`src/rtl/pmc_pkg.sv`:
```
package pmc_pkg;

    typedef enum logic [1:0] {
        ST_STANDBY = 2'd0,
        ST_ACTIVE  = 2'd1,
        ST_MCU     = 2'd2,
        ST_SUSPEND = 2'd3
    } pmode_e;

    typedef enum logic [2:0] {
        SQ_NONE    = 3'd0,
        SQ_ACTIVE  = 3'd1,
        SQ_MCU     = 3'd2,
        SQ_RETAIN  = 3'd3,
        SQ_STANDBY = 3'd4
    } seq_e;

    // Arbitrated triggers, index order equals priority order (ids 14..23)
    localparam int NUM_TRIG    = 10;
    localparam int NUM_HW_TRIG = 8;
    localparam int T_ON      = 0;
    localparam int T_WAKE1   = 1;
    localparam int T_SLP_HH  = 2;
    localparam int T_MCU     = 3;
    localparam int T_WAKE2   = 4;
    localparam int T_SLP_LH  = 5;
    localparam int T_SLP_LL  = 6;
    localparam int T_SLP_HL  = 7;
    localparam int T_SW_STBY = 8;
    localparam int T_SW_UPD  = 9;

    // Pending software command bits
    localparam int NUM_CMD = 3;
    localparam int P_STBY  = 0;
    localparam int P_CRC   = 1;
    localparam int P_UPD   = 2;

    typedef struct packed {
        pmode_e               mode;
        logic                 seq_go;
        seq_e                 seq_id;
        logic                 crc;
        logic                 upd;
        logic [NUM_CMD-1:0]   pend;
    } ctl_t;

    function automatic logic trig_allowed(input int idx, input pmode_e st);
        logic in_run;
        in_run = (st == ST_ACTIVE) || (st == ST_MCU);
        case (idx)
            T_ON, T_WAKE1, T_SLP_HH, T_MCU, T_WAKE2: return 1'b1;
            T_SLP_LH:                                return st != ST_STANDBY;
            T_SLP_LL, T_SLP_HL, T_SW_UPD:            return in_run;
            T_SW_STBY:                               return st != ST_SUSPEND;
            default:                                 return 1'b0;
        endcase
    endfunction

    function automatic pmode_e trig_dest(input int idx, input pmode_e cur);
        case (idx)
            T_ON, T_WAKE1, T_SLP_HH: return ST_ACTIVE;
            T_MCU, T_WAKE2, T_SLP_LH: return ST_MCU;
            T_SLP_LL, T_SLP_HL:       return ST_SUSPEND;
            T_SW_STBY:                return ST_STANDBY;
            default:                  return cur;
        endcase
    endfunction

    function automatic seq_e seq_for(input pmode_e dest);
        case (dest)
            ST_ACTIVE:  return SQ_ACTIVE;
            ST_MCU:     return SQ_MCU;
            ST_SUSPEND: return SQ_RETAIN;
            default:    return SQ_STANDBY;
        endcase
    endfunction

endpackage

```
`src/rtl/pmc_trig_detect.sv`:
```
module pmc_trig_detect
    import pmc_pkg::*;
(
    input  logic                   clk_i,
    input  logic                   rst_ni,
    input  logic                   on_req_i,
    input  logic                   mcu_req_i,
    input  logic                   wake1_i,
    input  logic                   wake2_i,
    input  logic                   slp1_pin_i,
    input  logic                   slp1_reg_i,
    input  logic                   slp2_pin_i,
    input  logic                   slp2_reg_i,
    input  logic                   slp1_mask_i,
    input  logic                   slp2_mask_i,
    output logic [NUM_HW_TRIG-1:0] hw_raw_o
);

    typedef struct packed {
        logic wake1;
        logic wake2;
        logic slp1;
        logic slp2;
    } prev_t;

    prev_t prev_d, prev_q;
    logic  s1, s2, sleep_en, pair_changed;

    always_comb begin
        s1           = slp1_pin_i | slp1_reg_i;
        s2           = slp2_pin_i | slp2_reg_i;
        sleep_en     = !slp1_mask_i && !slp2_mask_i;
        pair_changed = ({s1, s2} != {prev_q.slp1, prev_q.slp2});

        prev_d.wake1 = wake1_i;
        prev_d.wake2 = wake2_i;
        prev_d.slp1  = s1;
        prev_d.slp2  = s2;

        hw_raw_o           = '0;
        hw_raw_o[T_ON]     = on_req_i;
        hw_raw_o[T_WAKE1]  = wake1_i && !prev_q.wake1;
        hw_raw_o[T_SLP_HH] = sleep_en && s1 && s2;
        hw_raw_o[T_MCU]    = mcu_req_i;
        hw_raw_o[T_WAKE2]  = wake2_i && !prev_q.wake2;
        hw_raw_o[T_SLP_LH] = sleep_en && pair_changed && !s1 &&  s2;
        hw_raw_o[T_SLP_LL] = sleep_en && pair_changed && !s1 && !s2;
        hw_raw_o[T_SLP_HL] = sleep_en && pair_changed &&  s1 && !s2;
    end

    always_ff @(posedge clk_i or negedge rst_ni) begin
        if (!rst_ni) prev_q <= '0;
        else         prev_q <= prev_d;
    end

    // A wake edge event never repeats in the following cycle
    assert_wake1_once_R13: assert property (@(posedge clk_i) disable iff (!rst_ni)
        hw_raw_o[T_WAKE1] |=> !hw_raw_o[T_WAKE1]);
    assert_wake2_once_R13: assert property (@(posedge clk_i) disable iff (!rst_ni)
        hw_raw_o[T_WAKE2] |=> !hw_raw_o[T_WAKE2]);
    // Masked sleep inputs produce no sleep-derived trigger
    assert_sleep_masked_R9: assert property (@(posedge clk_i) disable iff (!rst_ni)
        (slp1_mask_i || slp2_mask_i) |->
        !(hw_raw_o[T_SLP_HH] || hw_raw_o[T_SLP_LH] || hw_raw_o[T_SLP_LL] || hw_raw_o[T_SLP_HL]));

endmodule

```
`src/rtl/pmc_prio_pick.sv`:
```
module pmc_prio_pick #(
    parameter int N  = 10,
    localparam int IW = (N > 1) ? $clog2(N) : 1
) (
    input  logic [N-1:0]  req_i,
    output logic          any_o,
    output logic [IW-1:0] idx_o
);

    logic [N-1:0] grant;

    // Lowest index wins: scan from the top so the lowest assignment sticks
    always_comb begin
        idx_o = '0;
        grant = '0;
        for (int i = N - 1; i >= 0; i--) begin
            if (req_i[i]) begin
                idx_o = IW'(i);
                grant = '0;
                grant[i] = 1'b1;
            end
        end
        any_o = |req_i;
    end

    always_comb begin
        assert_grant_onehot_R7: assert ($onehot0(grant));
        assert_grant_any_R7: assert ((|grant) == any_o);
    end

endmodule

```
`src/rtl/pwr_mode_ctrl.sv`:
```
module pwr_mode_ctrl
    import pmc_pkg::*;
(
    input  logic       clk_i,
    input  logic       rst_ni,
    input  logic       on_req_i,
    input  logic       mcu_req_i,
    input  logic       wake1_i,
    input  logic       wake2_i,
    input  logic       slp1_pin_i,
    input  logic       slp1_reg_i,
    input  logic       slp2_pin_i,
    input  logic       slp2_reg_i,
    input  logic       slp1_mask_i,
    input  logic       slp2_mask_i,
    input  logic       cmd_stby_i,
    input  logic       cmd_crc_i,
    input  logic       cmd_upd_i,
    output logic [1:0] mode_o,
    output logic       seq_go_o,
    output logic [2:0] seq_id_o,
    output logic       crc_en_o,
    output logic       upd_prep_o
);

    localparam int IW = $clog2(NUM_TRIG);

    ctl_t                 ctl_d, ctl_q;
    logic [NUM_HW_TRIG-1:0] hw_raw;
    logic [NUM_TRIG-1:0]  raw, valid;
    logic                 win_any;
    logic [IW-1:0]        win_idx;
    logic                 mask_both, in_run;
    pmode_e               dest;

    pmc_trig_detect i_detect (
        .clk_i       (clk_i),
        .rst_ni      (rst_ni),
        .on_req_i    (on_req_i),
        .mcu_req_i   (mcu_req_i),
        .wake1_i     (wake1_i),
        .wake2_i     (wake2_i),
        .slp1_pin_i  (slp1_pin_i),
        .slp1_reg_i  (slp1_reg_i),
        .slp2_pin_i  (slp2_pin_i),
        .slp2_reg_i  (slp2_reg_i),
        .slp1_mask_i (slp1_mask_i),
        .slp2_mask_i (slp2_mask_i),
        .hw_raw_o    (hw_raw)
    );

    assign mask_both = slp1_mask_i && slp2_mask_i;
    assign in_run    = (ctl_q.mode == ST_ACTIVE) || (ctl_q.mode == ST_MCU);
    assign raw       = {ctl_q.pend[P_UPD] && mask_both,
                        ctl_q.pend[P_STBY] && mask_both,
                        hw_raw};

    for (genvar g = 0; g < NUM_TRIG; g++) begin : g_gate
        assign valid[g] = raw[g] && trig_allowed(g, ctl_q.mode);
    end

    pmc_prio_pick #(.N(NUM_TRIG)) i_pick (
        .req_i (valid),
        .any_o (win_any),
        .idx_o (win_idx)
    );

    always_comb begin
        ctl_d             = ctl_q;
        ctl_d.seq_go      = 1'b0;
        ctl_d.seq_id      = SQ_NONE;
        ctl_d.crc         = ctl_q.pend[P_CRC] && in_run;
        ctl_d.upd         = 1'b0;
        ctl_d.pend[P_STBY] = cmd_stby_i;
        ctl_d.pend[P_CRC]  = cmd_crc_i;
        ctl_d.pend[P_UPD]  = cmd_upd_i;

        dest = trig_dest(int'(win_idx), ctl_q.mode);
        if (win_any) begin
            if (int'(win_idx) == T_SW_UPD) ctl_d.upd = 1'b1;
            if (dest != ctl_q.mode) begin
                ctl_d.mode   = dest;
                ctl_d.seq_go = 1'b1;
                ctl_d.seq_id = seq_for(dest);
            end
        end
    end

    always_ff @(posedge clk_i or negedge rst_ni) begin
        if (!rst_ni) begin
            ctl_q        <= '0;
            ctl_q.mode   <= ST_STANDBY;
            ctl_q.seq_id <= SQ_NONE;
        end else begin
            ctl_q <= ctl_d;
        end
    end

    assign mode_o     = ctl_q.mode;
    assign seq_go_o   = ctl_q.seq_go;
    assign seq_id_o   = ctl_q.seq_id;
    assign crc_en_o   = ctl_q.crc;
    assign upd_prep_o = ctl_q.upd;

    assert_go_on_change_R2: assert property (@(posedge clk_i) disable iff (!rst_ni)
        seq_go_o |-> (mode_o != $past(mode_o)));
    assert_change_has_go_R2: assert property (@(posedge clk_i) disable iff (!rst_ni)
        (mode_o != $past(mode_o)) |-> seq_go_o);
    assert_idle_id_R2: assert property (@(posedge clk_i) disable iff (!rst_ni)
        !seq_go_o |-> (seq_id_o == 3'd0));
    assert_retain_source_R5: assert property (@(posedge clk_i) disable iff (!rst_ni)
        (seq_go_o && mode_o == 2'd3) |->
        ($past(mode_o) == 2'd1 || $past(mode_o) == 2'd2));
    assert_standby_masked_R9: assert property (@(posedge clk_i) disable iff (!rst_ni)
        (seq_go_o && seq_id_o == 3'd4) |-> $past(slp1_mask_i && slp2_mask_i));
    assert_crc_in_run_R10: assert property (@(posedge clk_i) disable iff (!rst_ni)
        crc_en_o |-> ($past(mode_o) == 2'd1 || $past(mode_o) == 2'd2));
    assert_upd_no_change_R11: assert property (@(posedge clk_i) disable iff (!rst_ni)
        upd_prep_o |-> (!seq_go_o && $past(cmd_upd_i, 2)));
    assert_cmd_once_R12: assert property (@(posedge clk_i) disable iff (!rst_ni)
        crc_en_o && !$past(cmd_crc_i) |=> !crc_en_o);

endmodule

```
`config.mk`:
```
export PLATFORM = sky130hd
export DESIGN_NAME = pwr_mode_ctrl
export DESIGN_NICKNAME = d
export VERILOG_FILES = /design/src/rtl/pmc_pkg.sv /design/src/rtl/pmc_trig_detect.sv /design/src/rtl/pmc_prio_pick.sv /design/src/rtl/pwr_mode_ctrl.sv
export SDC_FILE = /design/constraint.sdc
export NUM_CORES = 1
export LEC_CHECK = 0
export ABC_AREA = 0
export ABC_CLOCK_PERIOD_IN_PS = 5300
export BUFFER_PORTS_ARGS = -buffer_cell sky130_fd_sc_hd__buf_2
export CORE_MARGIN = 2
export CORE_UTILIZATION = 29
export DETAILED_ROUTE_END_ITERATION = 10
export GPL_TIMING_DRIVEN = 0
export PLACE_DENSITY = 0.54
export SYNTH_ARGS = -nofsm -noshare
export SYNTH_HDL_FRONTEND = slang
export SYNTH_HIERARCHICAL = 1
export SYNTH_SLANG_ARGS = --single-unit
```
`constraint.sdc`:
```
create_clock -name clk_i -period 5.3 [get_ports clk_i]
set_input_delay 0.265 -clock clk_i [delete_from_list [all_inputs] [get_ports clk_i]]
set_output_delay 0.265 -clock clk_i [all_outputs]
set_load 0.03 [all_outputs]
```
==> qor.yml <==
fin_util_pct: 37.1
slew_viol_final: 0
die_h_um: 58.6
met1_usage_pct: 13.2
n_fill_cell: 292
dr.pass1.iters: 7
maxSlewHeadroom_pct: 51.3
io_buffers: 20
ys_ff_latch: 15
post_cts_buffers: 0
dpl.hpwl_um: 1320
clock_path_buffers: 2
violations: "design-rule violations"
wirelength_um: 1660
tns_ns: 0
dpl_cell_area_mm2: 0.00100
status: "finished with violations"
cts_buffers: 3
hold_viol: 0
hp-class: "in2reg"
critPathRequiredTime_ns: 5.46
syn_area_um2: 866
area_growth_syn_to_layout_pct: 20.2
holdPathStages: 1
nNetsFinal: 135
tightest_slew_ns: 0.727
die_area_mm2: 0.00344
crit_family: "simple AND/OR/NAND/NOR gates"
crit_path_start_kind: "flop"
postRouteAntennaNets: 0
syn_nets: 109
clk_pin_slew_worst_paths_ns: 0.09
cp_max_fo: 8
clock.fmax_mhz: 307
grt_first_pass_wirelength_um: 2950
skew_ns: 0.00499
timing.hold.ws_ns: 0.0839
io_pins: 23
cts_tree: "yes"
p_total_mw: 0.368
synth_edf_count: 0
via_per_inst: 4.78
final_area_mm2: 0.00104
wl_per_cell_um: 11.2
fp.dieW_um: 58.6
first_global_vias: 676
n_antenna_cell: 0
grt-busiest-layer: "met2"
drv_cap: 0
synth_top_area_share_pct: 43.4
use_met2_pct: 20.1
vdd.ir_drop.worst_mv: 0.150
grt_usage_pct: 11.3
drive_gt1_share_pct: 30.8
start_util_pct: 30.9
fin_crit_sh_pct: 61.4
coreArea_mm2: 0.00281
antenna_found_initial: 0
ys_async_sr_fraction_pct: 100
first_iter_violations: 16
setup.worst_path.end_class: "flop"
cp.arrival_ns: 3.42
cp_common_cell: "nor2_1"
grt_max_degree: 16
cts_sinks: 15
met3_usage_pct: 2.64
cp_cell_sequence: "inv_1 -> ha_1 -> and2_1 -> nor4_1 -> nand2_1 -> nor2_1 -> nand2b_1 -> nor2_1 -> a21oi_1 -> a311oi_2 -> mux2_1"
vias: 707
root_buffer: "clkbuf_4"
drc: 1
crit_type: "reg2reg"
cp.depth: 11
r2r_cells: 11
path_buf_inv: 1
grt_setup_unrepaired: "false"
htreeDepth: 1
fin_crit_ns: 3.25
grt_overflow: 0
yosysUniqueCellTypes: 30
std_cell_rows: 19
setup_viol: 0
ys_seq_area_share_pct: 43.4
clk_latency_ns: 0.28
synth_warnings: 6
yosysTopAreaCell: "dfrtp_1"
place_congestion: 0.722
synthTopCellsByArea: "dfrtp_1 43%, nor2_1 6.5%, buf_4 6.1%, inv_1 3.9%, a21oi_1 2.9%"
avgSynthCellArea_um2: 9.41
slowest_stage: "dfrtp_1"
p_leak_nw: 0.487
synth_common_cells: "15 x dfrtp_1, 15 x nor2_1, 9 x inv_1, 7 x buf_4, 5 x a21oi_1"
max_stage_delay_ns: 0.49
syn_inst: 92
synthFlopType: "dfrtp_1"
p_per_area_mw_per_mm2: 353
## through the flow
stage,worst slack (ns),instances
finish,2.05,148
floorplan,2.29,92
global route,1.74,148
global placement,1.91,143
detailed placement,1.76,143
CTS,2.04,148
## state kept, by name, summed over array words and instances (netlist names)
name,cells
ctl_q,3
seq_go_o,1
upd_prep_o,1
i_detect/prev_q,4
seq_id_o,3
mode_o,2
crc_en_o,1
## power by group
part	internal (mW)	total, mW	switching [mW]
sequential	0.133	0.150	0.0162
combinational	0.0639	0.153	0.0888
clock	0.0291	0.0656	0.0365
total	0.227	0.368	0.141
## cell type report
cell class	instances	area (um^2)	area share (%)
inverters	9	33.8	3.25
flip-flops and latches	15	375	36.1
multi-input cells	61	404	38.8
well taps	31	38.8	3.73
repair buffers	21	110	10.6
plain buffers	7	52.6	5.05
clock buffers	4	26.3	2.52
## routing by layer
layer  wire [um]  part of all wire, %  vias to the layer above
met5           0                    0                        -
li1            -                    -                      362
met2         891                   54                       11
met4          18                  1.1                        0
met3          55                  3.3                        2
met1         697                   42                      332
## final timing paths
kind                                  startpoint                            to  slack (ns)
max                        mode_o[0]$_DFFE_PN0P_         mode_o[1]$_DFFE_PN0P_        2.05
min reg2reg                   ctl_q[1]$_DFF_PN0_            crc_en_o$_DFF_PN0_        0.47
max in group asynchronous                 rst_ni         mode_o[0]$_DFFE_PN0P_        4.63
min                                    cmd_upd_i            ctl_q[2]$_DFF_PN0_        0.08
max reg2reg                mode_o[0]$_DFFE_PN0P_         mode_o[1]$_DFFE_PN0P_        2.05
min in group asynchronous                 rst_ni  i_detect/prev_q[1]$_DFF_PN0_        0.41
## logic make-up after synthesis
kind of cell	synth area share (%)
and+or+nand+nor	25.9
xor gates and xnor gates	1.01
adders and majority gates	2.89
buffers and inverters	9.97
muxes	2.60
DFF	43.4
AOI/OAI and AO/OA	14.3
## layout by cell type, fill, tap and decap left out
cell | synthesis | final
a211oi_1 | 2 | 2
a21oi_1 | 5 | 5
a221o_1 | 1 | 1
a221oi_2 | 1 | 1
a311oi_2 | 1 | 1
a31oi_1 | 1 | 1
and2_1 | 3 | 3
and2_2 | 2 | 2
and3_1 | 1 | 1
and4_1 | 1 | 1
and4b_1 | 1 | 1
buf_2 | 0 | 20
buf_4 | 7 | 7
clkbuf_1 | 0 | 1
clkbuf_4 | 0 | 3
dfrtp_1 | 15 | 15
dlygate4sd3_1 | 0 | 1
ha_1 | 2 | 2
inv_1 | 9 | 9
mux2_1 | 2 | 2
nand2_1 | 3 | 3
nand2b_1 | 2 | 2
nand3_1 | 2 | 2
nor2_1 | 15 | 15
nor2b_1 | 4 | 4
nor3b_1 | 1 | 1
nor4_1 | 3 | 3
nor4_2 | 1 | 1
o2111a_1 | 1 | 1
o21a_1 | 1 | 1
o21ai_0 | 2 | 2
o311ai_1 | 1 | 1
or4_4 | 1 | 1
xnor2_1 | 1 | 1
## what timing repair did
item,4_1_cts,5_1_grt
endpoints found under the hold margin,15,0
hold buffers,1,0
resized for setup,0,0
Power figures use the tool's default switching activity.
